==> config.mk <==
export PLATFORM = sky130hd
export DESIGN_NAME = censor_ctrl
export DESIGN_NICKNAME = d
export VERILOG_FILES = /design/src/rtl/censor_pkg.sv /design/src/rtl/censor_intlk.sv /design/src/rtl/censor_hv_timer.sv /design/src/rtl/censor_nvm.sv /design/src/rtl/censor_ctrl.sv
export SDC_FILE = /design/constraint.sdc
export NUM_CORES = 1
export LEC_CHECK = 0
export BUFFER_PORTS_ARGS = -buffer_cell sky130_fd_sc_hd__buf_4
export CORE_AREA = 2 2 147 149
export DETAILED_ROUTE_END_ITERATION = 7
export DIE_AREA = 0 0 149 151
export PLACE_DENSITY = 0.8
export SETUP_SLACK_MARGIN = 0.2
export SKIP_LAST_GASP = 1
export SLEW_MARGIN = 10
export SYNTH_ARGS = -nofsm -noshare
export SYNTH_HDL_FRONTEND = slang
export SYNTH_SLANG_ARGS = --single-unit
==> constraint.sdc <==
create_clock -name clk_i -period 3.6 [get_ports clk_i]
set_clock_uncertainty 0.15 [all_clocks]
set_input_delay 0.18 -clock clk_i [delete_from_list [all_inputs] [get_ports clk_i]]
set_output_delay 0.18 -clock clk_i [all_outputs]
set_load 0.02 [all_outputs]
==> src/rtl/censor_pkg.sv <==
package censor_pkg;
  localparam int NBLK = 8;
  localparam int NSHD = 2;

  typedef enum logic [2:0] {
    TGT_CTRL   = 3'd0,
    TGT_MASK   = 3'd1,
    TGT_CFG    = 3'd2,
    TGT_ARRAY  = 3'd3,
    TGT_CENSOR = 3'd4
  } tgt_e;

  typedef struct packed {
    logic ehv;
    logic setup;
    logic pe;
    logic csel;
  } ctrl_t;

  typedef struct packed {
    logic [NSHD-1:0] sprot;
    logic [NSHD-1:0] sblk;
    logic [NBLK-1:0] prot;
    logic [NBLK-1:0] blk;
  } mask_t;

  typedef struct packed {
    logic [NSHD-1:0] shd_en;
    logic            iws;
  } cfg_t;

  localparam int WR_W = $bits(mask_t);
  localparam mask_t MASK_RST = '{sprot: '1, sblk: '0, prot: '1, blk: '0};

  function automatic logic is_erase_mode(ctrl_t c);
    return c.csel && c.pe && c.setup;
  endfunction

  function automatic logic is_prog_mode(ctrl_t c);
    return c.csel && !c.pe && c.setup;
  endfunction
endpackage

==> src/rtl/censor_intlk.sv <==
module censor_intlk
  import censor_pkg::*;
(
  input  mask_t           mask_i,
  input  logic [NSHD-1:0] shd_en_i,
  output logic            mask_ok_o
);
  logic [NSHD-1:0] shd_ok;

  for (genvar s = 0; s < NSHD; s++) begin : g_shd
    assign shd_ok[s] = !shd_en_i[s] || (mask_i.sblk[s] && !mask_i.sprot[s]);
  end

  assign mask_ok_o = (&mask_i.blk) && !(|mask_i.prot) && (&shd_ok);
endmodule

==> src/rtl/censor_hv_timer.sv <==
module censor_hv_timer #(
  parameter int HV_CYCLES = 8
) (
  input  logic clk_i,
  input  logic rst_ni,
  input  logic start_i,
  output logic busy_o,
  output logic done_o
);
  localparam int CW = $clog2(HV_CYCLES + 1);
  localparam logic [CW-1:0] LAST = CW'(HV_CYCLES - 1);

  logic [CW-1:0] cnt_q;
  logic          busy_q;

  always_ff @(posedge clk_i or negedge rst_ni) begin
    if (!rst_ni) begin
      busy_q <= 1'b0;
      cnt_q  <= '0;
    end else if (start_i) begin
      busy_q <= 1'b1;
      cnt_q  <= LAST;
    end else if (busy_q) begin
      if (cnt_q == '0) busy_q <= 1'b0;
      else             cnt_q  <= cnt_q - 1'b1;
    end
  end

  assign busy_o = busy_q;
  assign done_o = busy_q && (cnt_q == '0);

  a_r2_busy_holds: assert property (@(posedge clk_i) disable iff (!rst_ni)
    busy_o && !done_o |=> busy_o);
  a_r2_start_idle: assert property (@(posedge clk_i) disable iff (!rst_ni)
    start_i |-> !busy_o);
endmodule

==> src/rtl/censor_nvm.sv <==
module censor_nvm #(
  parameter int         WORDS       = 12,
  parameter int         AW          = 4,
  parameter int         DW          = 16,
  parameter logic [1:0] CENSOR_INIT = 2'b00
) (
  input  logic          clk_i,
  input  logic          por_ni,
  input  logic          prog_done_i,
  input  logic          erase_done_i,
  input  logic [1:0]    pend_i,
  input  logic          arr_we_i,
  input  logic [AW-1:0] arr_addr_i,
  input  logic [DW-1:0] arr_data_i,
  input  logic [AW-1:0] rd_addr_i,
  output logic [DW-1:0] rd_data_o,
  output logic [1:0]    censor_o
);
  logic [1:0]    censor_q;
  logic [DW-1:0] mem_q [WORDS];

  always_ff @(posedge clk_i or negedge por_ni) begin
    if (!por_ni)            censor_q <= CENSOR_INIT;
    else if (erase_done_i)  censor_q <= '0;
    else if (prog_done_i)   censor_q <= censor_q | pend_i;
  end

  for (genvar w = 0; w < WORDS; w++) begin : g_word
    always_ff @(posedge clk_i or negedge por_ni) begin
      if (!por_ni)                                            mem_q[w] <= '1;
      else if (erase_done_i)                                  mem_q[w] <= '1;
      else if (arr_we_i && (arr_addr_i == AW'(w)))            mem_q[w] <= arr_data_i;
    end
  end

  assign rd_data_o = (32'(rd_addr_i) < WORDS) ? mem_q[rd_addr_i] : '0;
  assign censor_o  = censor_q;

  a_r3_no_clear_wo_erase: assert property (@(posedge clk_i) disable iff (!por_ni)
    !erase_done_i |=> ((censor_q & $past(censor_q)) == $past(censor_q)));
  a_r4_erase_clears: assert property (@(posedge clk_i) disable iff (!por_ni)
    erase_done_i |=> (censor_q == 2'b00));
endmodule

==> src/rtl/censor_ctrl.sv <==
module censor_ctrl
  import censor_pkg::*;
#(
  parameter int         HV_CYCLES   = 8,
  parameter int         ARRAY_WORDS = 12,
  parameter int         AW          = 4,
  parameter int         DW          = 16,
  parameter logic [1:0] CENSOR_INIT = 2'b00
) (
  input  logic            clk_i,
  input  logic            rst_ni,
  input  logic            por_ni,
  input  logic            wr_i,
  input  logic [2:0]      wr_tgt_i,
  input  logic [AW-1:0]   wr_addr_i,
  input  logic [WR_W-1:0] wr_data_i,
  input  logic [AW-1:0]   rd_addr_i,
  output logic [DW-1:0]   rd_data_o,
  output logic [3:0]      ctrl_o,
  output logic [1:0]      censor_o,
  output logic            hv_busy_o,
  output logic            pass_o
);
  ctrl_t      ctrl_q, wctrl;
  mask_t      mask_q;
  cfg_t       cfg_q;
  logic       armed_q, pass_q, erase_op_q;
  logic [1:0] pend_q;
  logic       busy, done, mask_ok, addr_ok;
  logic       wr_ctrl, wr_mask, wr_cfg, wr_arr, wr_cen;
  logic       ehv_rise, start_prog, start_erase, intlk_hit;

  assign wctrl   = ctrl_t'(wr_data_i[3:0]);
  assign addr_ok = 32'(wr_addr_i) < ARRAY_WORDS;

  // writes are dropped while the pulse runs
  assign wr_ctrl = wr_i && !busy && (tgt_e'(wr_tgt_i) == TGT_CTRL);
  assign wr_mask = wr_i && !busy && (tgt_e'(wr_tgt_i) == TGT_MASK);
  assign wr_cfg  = wr_i && !busy && (tgt_e'(wr_tgt_i) == TGT_CFG);
  assign wr_arr  = wr_i && !busy && (tgt_e'(wr_tgt_i) == TGT_ARRAY);
  assign wr_cen  = wr_i && !busy && (tgt_e'(wr_tgt_i) == TGT_CENSOR);

  assign ehv_rise    = wr_ctrl && wctrl.ehv && !ctrl_q.ehv;
  assign start_prog  = ehv_rise && is_prog_mode(wctrl) && (|pend_q);
  assign start_erase = ehv_rise && is_erase_mode(wctrl) && armed_q;
  assign intlk_hit   = is_erase_mode(ctrl_q) && mask_ok &&
                       ((wr_arr && addr_ok) || (wr_cfg && cfg_q.iws));

  censor_intlk u_intlk (
    .mask_i    (mask_q),
    .shd_en_i  (cfg_q.shd_en),
    .mask_ok_o (mask_ok)
  );

  censor_hv_timer #(.HV_CYCLES(HV_CYCLES)) u_timer (
    .clk_i   (clk_i),
    .rst_ni  (rst_ni),
    .start_i (start_prog || start_erase),
    .busy_o  (busy),
    .done_o  (done)
  );

  censor_nvm #(
    .WORDS(ARRAY_WORDS), .AW(AW), .DW(DW), .CENSOR_INIT(CENSOR_INIT)
  ) u_nvm (
    .clk_i        (clk_i),
    .por_ni       (por_ni),
    .prog_done_i  (done && !erase_op_q),
    .erase_done_i (done && erase_op_q),
    .pend_i       (pend_q),
    .arr_we_i     (wr_arr && addr_ok && !ctrl_q.setup),
    .arr_addr_i   (wr_addr_i),
    .arr_data_i   (wr_data_i[DW-1:0]),
    .rd_addr_i    (rd_addr_i),
    .rd_data_o    (rd_data_o),
    .censor_o     (censor_o)
  );

  always_ff @(posedge clk_i or negedge rst_ni) begin
    if (!rst_ni) begin
      ctrl_q     <= '0;
      mask_q     <= MASK_RST;
      cfg_q      <= '0;
      armed_q    <= 1'b0;
      pend_q     <= '0;
      pass_q     <= 1'b0;
      erase_op_q <= 1'b0;
    end else begin
      if (wr_ctrl) ctrl_q <= wctrl;
      if (wr_mask) mask_q <= mask_t'(wr_data_i);
      if (wr_cfg)  cfg_q  <= cfg_t'(wr_data_i[2:0]);

      if (done)                                         armed_q <= 1'b0;
      else if (wr_mask)                                 armed_q <= 1'b0;
      else if (wr_ctrl && !is_erase_mode(wctrl))        armed_q <= 1'b0;
      else if (intlk_hit)                               armed_q <= 1'b1;

      if (done)                                         pend_q <= '0;
      else if (wr_cen && is_prog_mode(ctrl_q))          pend_q <= pend_q | wr_data_i[1:0];

      if (done)          pass_q <= 1'b1;
      else if (ehv_rise) pass_q <= 1'b0;

      if (start_prog || start_erase) erase_op_q <= start_erase;
    end
  end

  assign ctrl_o    = ctrl_q;
  assign hv_busy_o = busy;
  assign pass_o    = pass_q;

  a_r8_busy_needs_setup: assert property (@(posedge clk_i) disable iff (!rst_ni)
    $rose(busy) |-> (ctrl_q.ehv && ctrl_q.setup && ctrl_q.csel));
  a_r9_regs_frozen: assert property (@(posedge clk_i) disable iff (!rst_ni)
    busy |=> ($stable(mask_q) && $stable(cfg_q)));
  a_r2_pass_on_done: assert property (@(posedge clk_i) disable iff (!rst_ni)
    $rose(pass_q) |-> $past(done));
endmodule

# After elaboration in Yosys (flattened, before gate mapping)
# Index checks and enable logic that the tools add are counted.
word_totals:
  inputBits: 35
  out_inout_bits: 24
  reg_bits: 231
  elab_cells: 183
classes:
  eq_ne: 16
  n_bitwise: 3
  addsub: 1
  mux: 44
  n_lt_le_gt_ge: 3
  reduce_logical: 87
ops:
  columns: ["op", "count"]
  rows:
  - ["16-bit two-way mux", 27]
  - ["16-bit binary-select mux with 4-bit select", 1]
  - ["1-bit logical AND", 46]
  - ["2-bit nonzero test", 16]
  - ["4-bit by 3-bit equality test with 1-bit output, second input constant", 4]
  - ["4-bit equality test, second input constant", 4]
  - ["1-bit zero test", 12]
  - ["4-bit two-way mux", 3]
  - ["1-bit two-way mux", 9]
  - ["4-bit by 2-bit equality test with 1-bit output, second input constant", 2]
  - ["4-bit zero test", 2]
  - ["4-bit < comparator, second input constant", 2]
  - ["2-bit two-way mux", 4]
  - ["8-bit AND reduction", 1]
  - ["8-bit OR reduction", 1]
  - ["3-bit by 2-bit equality test with 1-bit output, second input constant", 2]
  - ["5-bit greater-or-equal comparator, second input constant", 1]
  - ["4-bit inverter with 5-bit output", 1]
  - ["4-bit by 1-bit equality test with 1-bit output, second input constant", 1]
  - ["1-bit logical OR", 4]
  - ["2-bit bitwise OR", 2]
  - ["2-bit AND reduction", 2]
  - ["4-bit nonzero test", 1]
  - ["4-bit by 1-bit subtractor with 4-bit output, second input constant", 1]
  - ["5 further kinds", 5]

# Depth between registers and ports, before layout
depth:
  ltp_word: 11
  ltp_mapped: 8
  depth_no_buf: 6

# By module
# Synthesis repeated with hierarchy kept, for this count alone.
hier_totals:
  hier_cells: 940
  area_unflattened_um2: 12031.5
modules_own_cells:
  columns: ["mod", "area_per_inst_um2", "n_inst", "cells_per_inst", "seq_area_each_um2"]
  rows:
  - ["censor_nvm", 10234.8, 1, 806, 5094.9]
  - ["censor_ctrl", 1455.1, 1, 98, 813.3]
  - ["censor_hv_timer", 272.8, 1, 25, 125.1]
  - ["censor_intlk", 68.8, 1, 11, 0.0]

# Least setup slack after synthesis
# Ideal clock, no wire load.
synth_path:
  path_type: "register to register"
  from: "register u_timer.busy_q, in the netlist u_timer.busy_o"
  to: "register u_timer.cnt_q[3]"
  synth_period_minus_slack_ps: 1943
  setup_ps: 120
  arrival_ps: 1673
  path_buffers: 1
  required_ps: 3330
  setup_slack_ps: 1657
  stages_incl_launch_ff: 6
  cell_sequence: "dfrtp_1 > nor3b_4 > nand4b_1 > or3_2 > buf_2 > and2_2"
synth_via:
  elab_chain_len: 10
  elab_cells_between_ends: 14
  classes_between: "eq/ne (1); mux (1); reduce/logical (12)"
synth_lines:
  columns: ["item", "line", "rtl"]
  rows:
  - ["from (decl)", "censor_hv_timer.sv:14", "logic busy_q;"]
  - ["from (signal assigned)", "censor_hv_timer.sv:18", "busy_q <= 1'b0;"]
  - ["from (signal assigned)", "censor_hv_timer.sv:21", "busy_q <= 1'b1;"]
  - ["from (signal assigned)", "censor_hv_timer.sv:24", "if (cnt_q == '0) busy_q <= 1'b0;"]
  - ["1-bit zero test", "censor_ctrl.sv:37", "assign wr_ctrl = wr_i && !busy && (tgt_e'(wr_tgt_i) == TGT_CTRL);"]
  - ["1-bit logical AND (2 in series)", "censor_ctrl.sv:37", null]
  - ["1-bit logical AND (2 in series)", "censor_ctrl.sv:43", "assign ehv_rise = wr_ctrl && wctrl.ehv && !ctrl_q.ehv;"]
  - ["1-bit logical AND, on equally long branches (2 in series)", "censor_ctrl.sv:44, censor_ctrl.sv:45", null]
  - ["1-bit logical OR", "censor_ctrl.sv:58", ".start_i (start_prog || start_erase),"]
  - ["2-bit by 1-bit inequality test with 1-bit output (no source line) or 2-bit nonzero test (tied branches)", null, null]
  - ["2-bit AND reduction (no source line)", null, null]
  - ["to (signal assigned)", "censor_hv_timer.sv:25", "else cnt_q <= cnt_q - 1'b1;"]
  - ["to (decl)", "censor_hv_timer.sv:13", "logic [CW-1:0] cnt_q;"]
# Parallel ways exist; a longest one is shown, timed or not.
# A chain may end at the register's enable or synchronous reset.

# Final worst setup path
layout_path:
  from: "input port wr_addr_i[1]"
  to: "register u_nvm.mem_q[105] in the netlist's numbering"
layout_via:
  elab_chain_len: 5
  elab_cells_between_ends: 6
  classes_between: "order compare (1); eq/ne (1); reduce/logical (4)"
layout_lines:
  columns: ["item", "line", "rtl"]
  rows:
  - ["from (decl)", "censor_ctrl.sv:15", "input logic [AW-1:0] wr_addr_i,"]
  - ["4-bit < comparator", "censor_ctrl.sv:34", "assign addr_ok = 32'(wr_addr_i) < ARRAY_WORDS;"]
  - ["1-bit logical AND (2 in series)", "censor_ctrl.sv:71", ".arr_we_i (wr_arr && addr_ok && !ctrl_q.setup),"]
  - ["1-bit logical AND *", "censor_nvm.sv:32", "else if (arr_we_i && (arr_addr_i == AW'(w))) mem_q[w] <= arr_data_i;"]
  - ["2-bit nonzero test (no source line) *", null, null]
  - ["to (signal, indexed assignment)", "censor_nvm.sv:32", null]
  - ["to (decl)", "censor_nvm.sv:20", "logic [DW-1:0] mem_q [WORDS];"]
# Mark *: on every way between the ends. The rest lies on a longest branch, timed or not.

==> results.md <==
* Leak pwr at 5.87 nW
* Vias at 8659
* Post-synth EDFFs at 0
* Slowest-stage cell, CP: nand3_1
* Post-synth design cell area at 0.0113 mm²
* CTS Root Cell: clkbuf_16
* Compound-gate portion of the synthesized area at 1.87%
* Max rail drop VDD at 0.452 mV
* Placer congestion estimate at 0.826
* Xor/xnor cell area share of the yosys netlist at 0.155%
* Tot Pwr at 6.74 mW
* Crit-path max cell delay at 0.87 ns
* Arrival @ worst endpoint at 2.78 ns
* H-Tree Level Count at 1
* DRC Markers at 0
* Setup TNS at 0 ns
* Die span in x at 149 µm
* Area share of fa/ha/maj cells after synthesis at 0.110%
* Net Sw Frac at 24.6%
* Reg clk slew, reported paths at 0.06 ns
* Layout cell share with drive strength beyond 1 at 34.6%
* F_max at 395 MHz
* CP Max Fanout at 16
* Skew-Pair Late Insertion Delay at 0.52 ns
* Final instance area at 0.0129 mm²
* Most Frequent Cell on Critical Path: nand3_1
* Synth Instances at 1118
* DR WL/cell at 20.4 µm
* Fraction of registers with async set/reset at 100%
* Sequential Power Share at 48.8%
* I/O pin count at 59
* Post-CTS Resized at 0
* Hold Slack at -0.00625 ns
* Sequential fraction of the synthesis area at 53.3%
* Slew HR at 36.3%
* Total track usage at 26.5%
* Fin crit share at 70.3%
* Setup bufs post-CTS at 0
* Number of synthesized register bits at 231
* DR pass1 iterations at 6
* Post-placement cell area at 0.0118 mm²
* Req. time, crit path at 3.85 ns
* Vias in the first global route at 8728
* Row count at 53
* Fin nets at 1174
* Synthesis-to-layout area growth at 13.5%
* Initial antenna violation count at 0
* CP Class: in -> reg
* Top_reg_cell synth: dfstp_2
* Final setup fails at 0
* Sw power at 1.66 mW
* Min-Delay Path Class: in -> async
* Die H at 151 µm
* IO buf count at 58
* Largest family of logic cells by synthesized area: simple AND/OR/NAND/NOR gates
* Unrepaired setup endpoints after global routing: false
* Library cells used by synthesis at 48
* WL final at 29100 µm
* HPWL Detailed at 18000 µm
* Crit start category: input pin
* Routed Antenna Nets at 0
* Internal power at 5.08 mW
* Critical Path Sink Type: flip-flop
* Post-synthesis simple-gate area fraction at 25.1%
* N_diodes at 0
* Largest net degree at the start of global routing at 89
* CP Cell Sequence: dlygate4sd3_1 -> buf_4 -> nor2b_1 -> nand3_1 -> nand2_1 -> nand3_1
* Inserted Clock Buffers at 24
* Die Area at 0.0225 mm²
* Status: finished with violations
* Failing checks: negative hold slack
* Core footprint at 0.0208 mm²
* Clk buf depth at 3
* PD cells at 524 mW/mm²
* CTS tree: built
* Vias/cell at 6.06
* Comb power frac at 13.3%
* Global route overflow at 0
* Sink Count at 231
* Iteration-0 DRC Markers at 906
* Worst-Margin Slew at 0.953 ns
* Max_cap viols at 0
* Final worst path period need at 2.53 ns
* Hold-fix buffers, CTS at 27
* Yosys warns at 0
* Mux share of post-synthesis cell area at 14.5%
* Final max-slew violation count at 0
* Mean Syn Cell Area at 10.1 µm²
* Syn Nets at 1154
* Starting density of the core at 54.4%
* Clock group share of total power at 37.9%
* First-pass GRT wire length at 46600 µm
* Final hold violation count at 1
cells in the mapped netlist, types with 2 or more instances:
| cell | instances | area share [%] |
|---|---|---|
| nand3_1 | 244 | 11 |
| o21ai_0 | 4 | 0.18 |
| nand3_2 | 4 | 0.35 |
| clkbuf_1 | 50 | 1.7 |
| and3_1 | 8 | 0.44 |
| nor2b_1 | 2 | 0.11 |
| o311ai_0 | 2 | 0.15 |
| dfrtp_1 | 29 | 6.4 |
| nor3_1 | 3 | 0.13 |
| mux2_2 | 25 | 2.5 |
| and2_1 | 3 | 0.17 |
| inv_1 | 21 | 0.70 |
| buf_1 | 2 | 0.066 |
| nand2_1 | 331 | 11 |
| nand4b_1 | 2 | 0.15 |
| nor4_1 | 2 | 0.11 |
| o22ai_1 | 16 | 0.88 |
| dfstp_2 | 202 | 47 |
| nor2_1 | 8 | 0.27 |
| clkbuf_2 | 5 | 0.22 |
| a31oi_1 | 2 | 0.11 |
| buf_4 | 4 | 0.27 |
| nand2b_1 | 2 | 0.11 |
| xnor2_1 | 2 | 0.15 |
| mux2i_1 | 28 | 2.5 |
| a21oi_1 | 4 | 0.18 |
| buf_2 | 42 | 1.9 |
| and4bb_2 | 4 | 0.44 |
| mux4_2 | 48 | 9.5 |
worst max-delay path: cells and delay by family:
kind	cells	cell delay (ns)
and+or+nand+nor	4	1.91
buffers and inverters	2	0.69
per-layer routing:
metal	up-vias	global-route usage, %	routed length [µm]
li1	3863	-	-
met1	4323	36.7	12000
met2	396	42.6	14000
met3	77	3.70	2040
met4	0	10.6	1050
met5	-	0	0
placed cells by master, fill, tap and decap left out, drive strengths merged, types with 2 or more instances in the layout:
master         n
o311ai         2
inv           21
nand3        248
a31oi          2
mux2i         28
nor2           8
bufinv         2
nand4b         2
nand2b         2
a21oi          4
nor2b          2
dlygate4sd3   27
and2           4
dfstp        202
nor3           3
mux4          48
xnor2          2
clkbuf        39
o22ai         16
nand2        331
buf           72
mux2          25
nor4           2
and4bb         5
and3           8
o21ai          4
dfrtp         29
through the flow:
| stage | std cells | hold slack (ns) | worst slack, ns | util (%) |
|---|---|---|---|---|
| 6_report | 1429 | -0.00625 | 1.07 | 61.8 |
| 5_1_grt | 1429 | 0.0123 | 0.971 | 61.8 |
| 4_1_cts | 1429 | 0.00495 | 1.08 | 61.8 |
| 3_5_place_dp | 1360 | 0.0138 | 1.13 | 56.6 |
| 3_3_place_gp | 1360 | 0.0137 | 1.12 | 56.6 |
| 2_1_floorplan | 1118 | -0.266 | 1.66 | - |
power groups by stage:
stage          Combinational [mW]  Sequential [mW]  Clock (mW)
4_1_cts                     0.895             3.28        2.57
2_1_floorplan               0.592             3.26           0
5_1_grt                     0.985             3.32        2.69
6_report                    0.893             3.29        2.55
3_3_place_gp                0.835             3.30           0
3_5_place_dp                0.868             3.32           0
worst paths after layout:
check | start | to | slack [ns] | cells past startpoint
worst min-delay path | rst_ni | mask_q[7]$_DFFE_PN0P_ | -0.006 | 2
max in group asynchronous | por_ni | u_nvm.mem_q[59]$_DFFE_PN1P_ | 2.15 | 3
worst max-delay path | wr_addr_i[1] | u_nvm.mem_q[105]$_DFFE_PN1P_ | 1.07 | 6
min in group clk_i | wr_addr_i[3] | armed_q$_DFFE_PN0P_ | 0.01 | 4
worst max register to register | u_timer.busy_o$_DFF_PN0_ | u_nvm.mem_q[31]$_DFFE_PN1P_ | 1.18 | 4
worst min register to register | u_nvm.mem_q[20]$_DFFE_PN1P_ | u_nvm.mem_q[20]$_DFFE_PN1P_ | 0.33 | 2
state kept, by name, summed over array words and instances, names as in the netlist:
signal          count
armed_q             1
cfg_q               3
ctrl_o              4
erase_op_q          1
mask_q             20
pass_o              1
pend_q              2
u_nvm.censor_o      2
u_nvm.mem_q       192
u_timer.busy_o      1
u_timer.cnt_q       4
area by class of cell:
class                   instances  area (µm²)
clock buffers                  39         748
flip-flops and latches        231        6030
fillers                      1621        7960
inverters                      21        78.8
clock inverters                 3        65.1
well taps                     275         344
multi-input cells             761        4740
repair buffers                 99         852
cell families after synthesis:
kind of cell | after synthesis
buffers and inverters | 126
AO/OA/AOI/OAI | 33
AND/OR/NAND/NOR | 624
flip-flops | 231
multiplexers | 101
XOR/XNOR | 2
adder cells (fa/ha/maj) | 1
No activity file was read; power rests on OpenSTA's default activity.
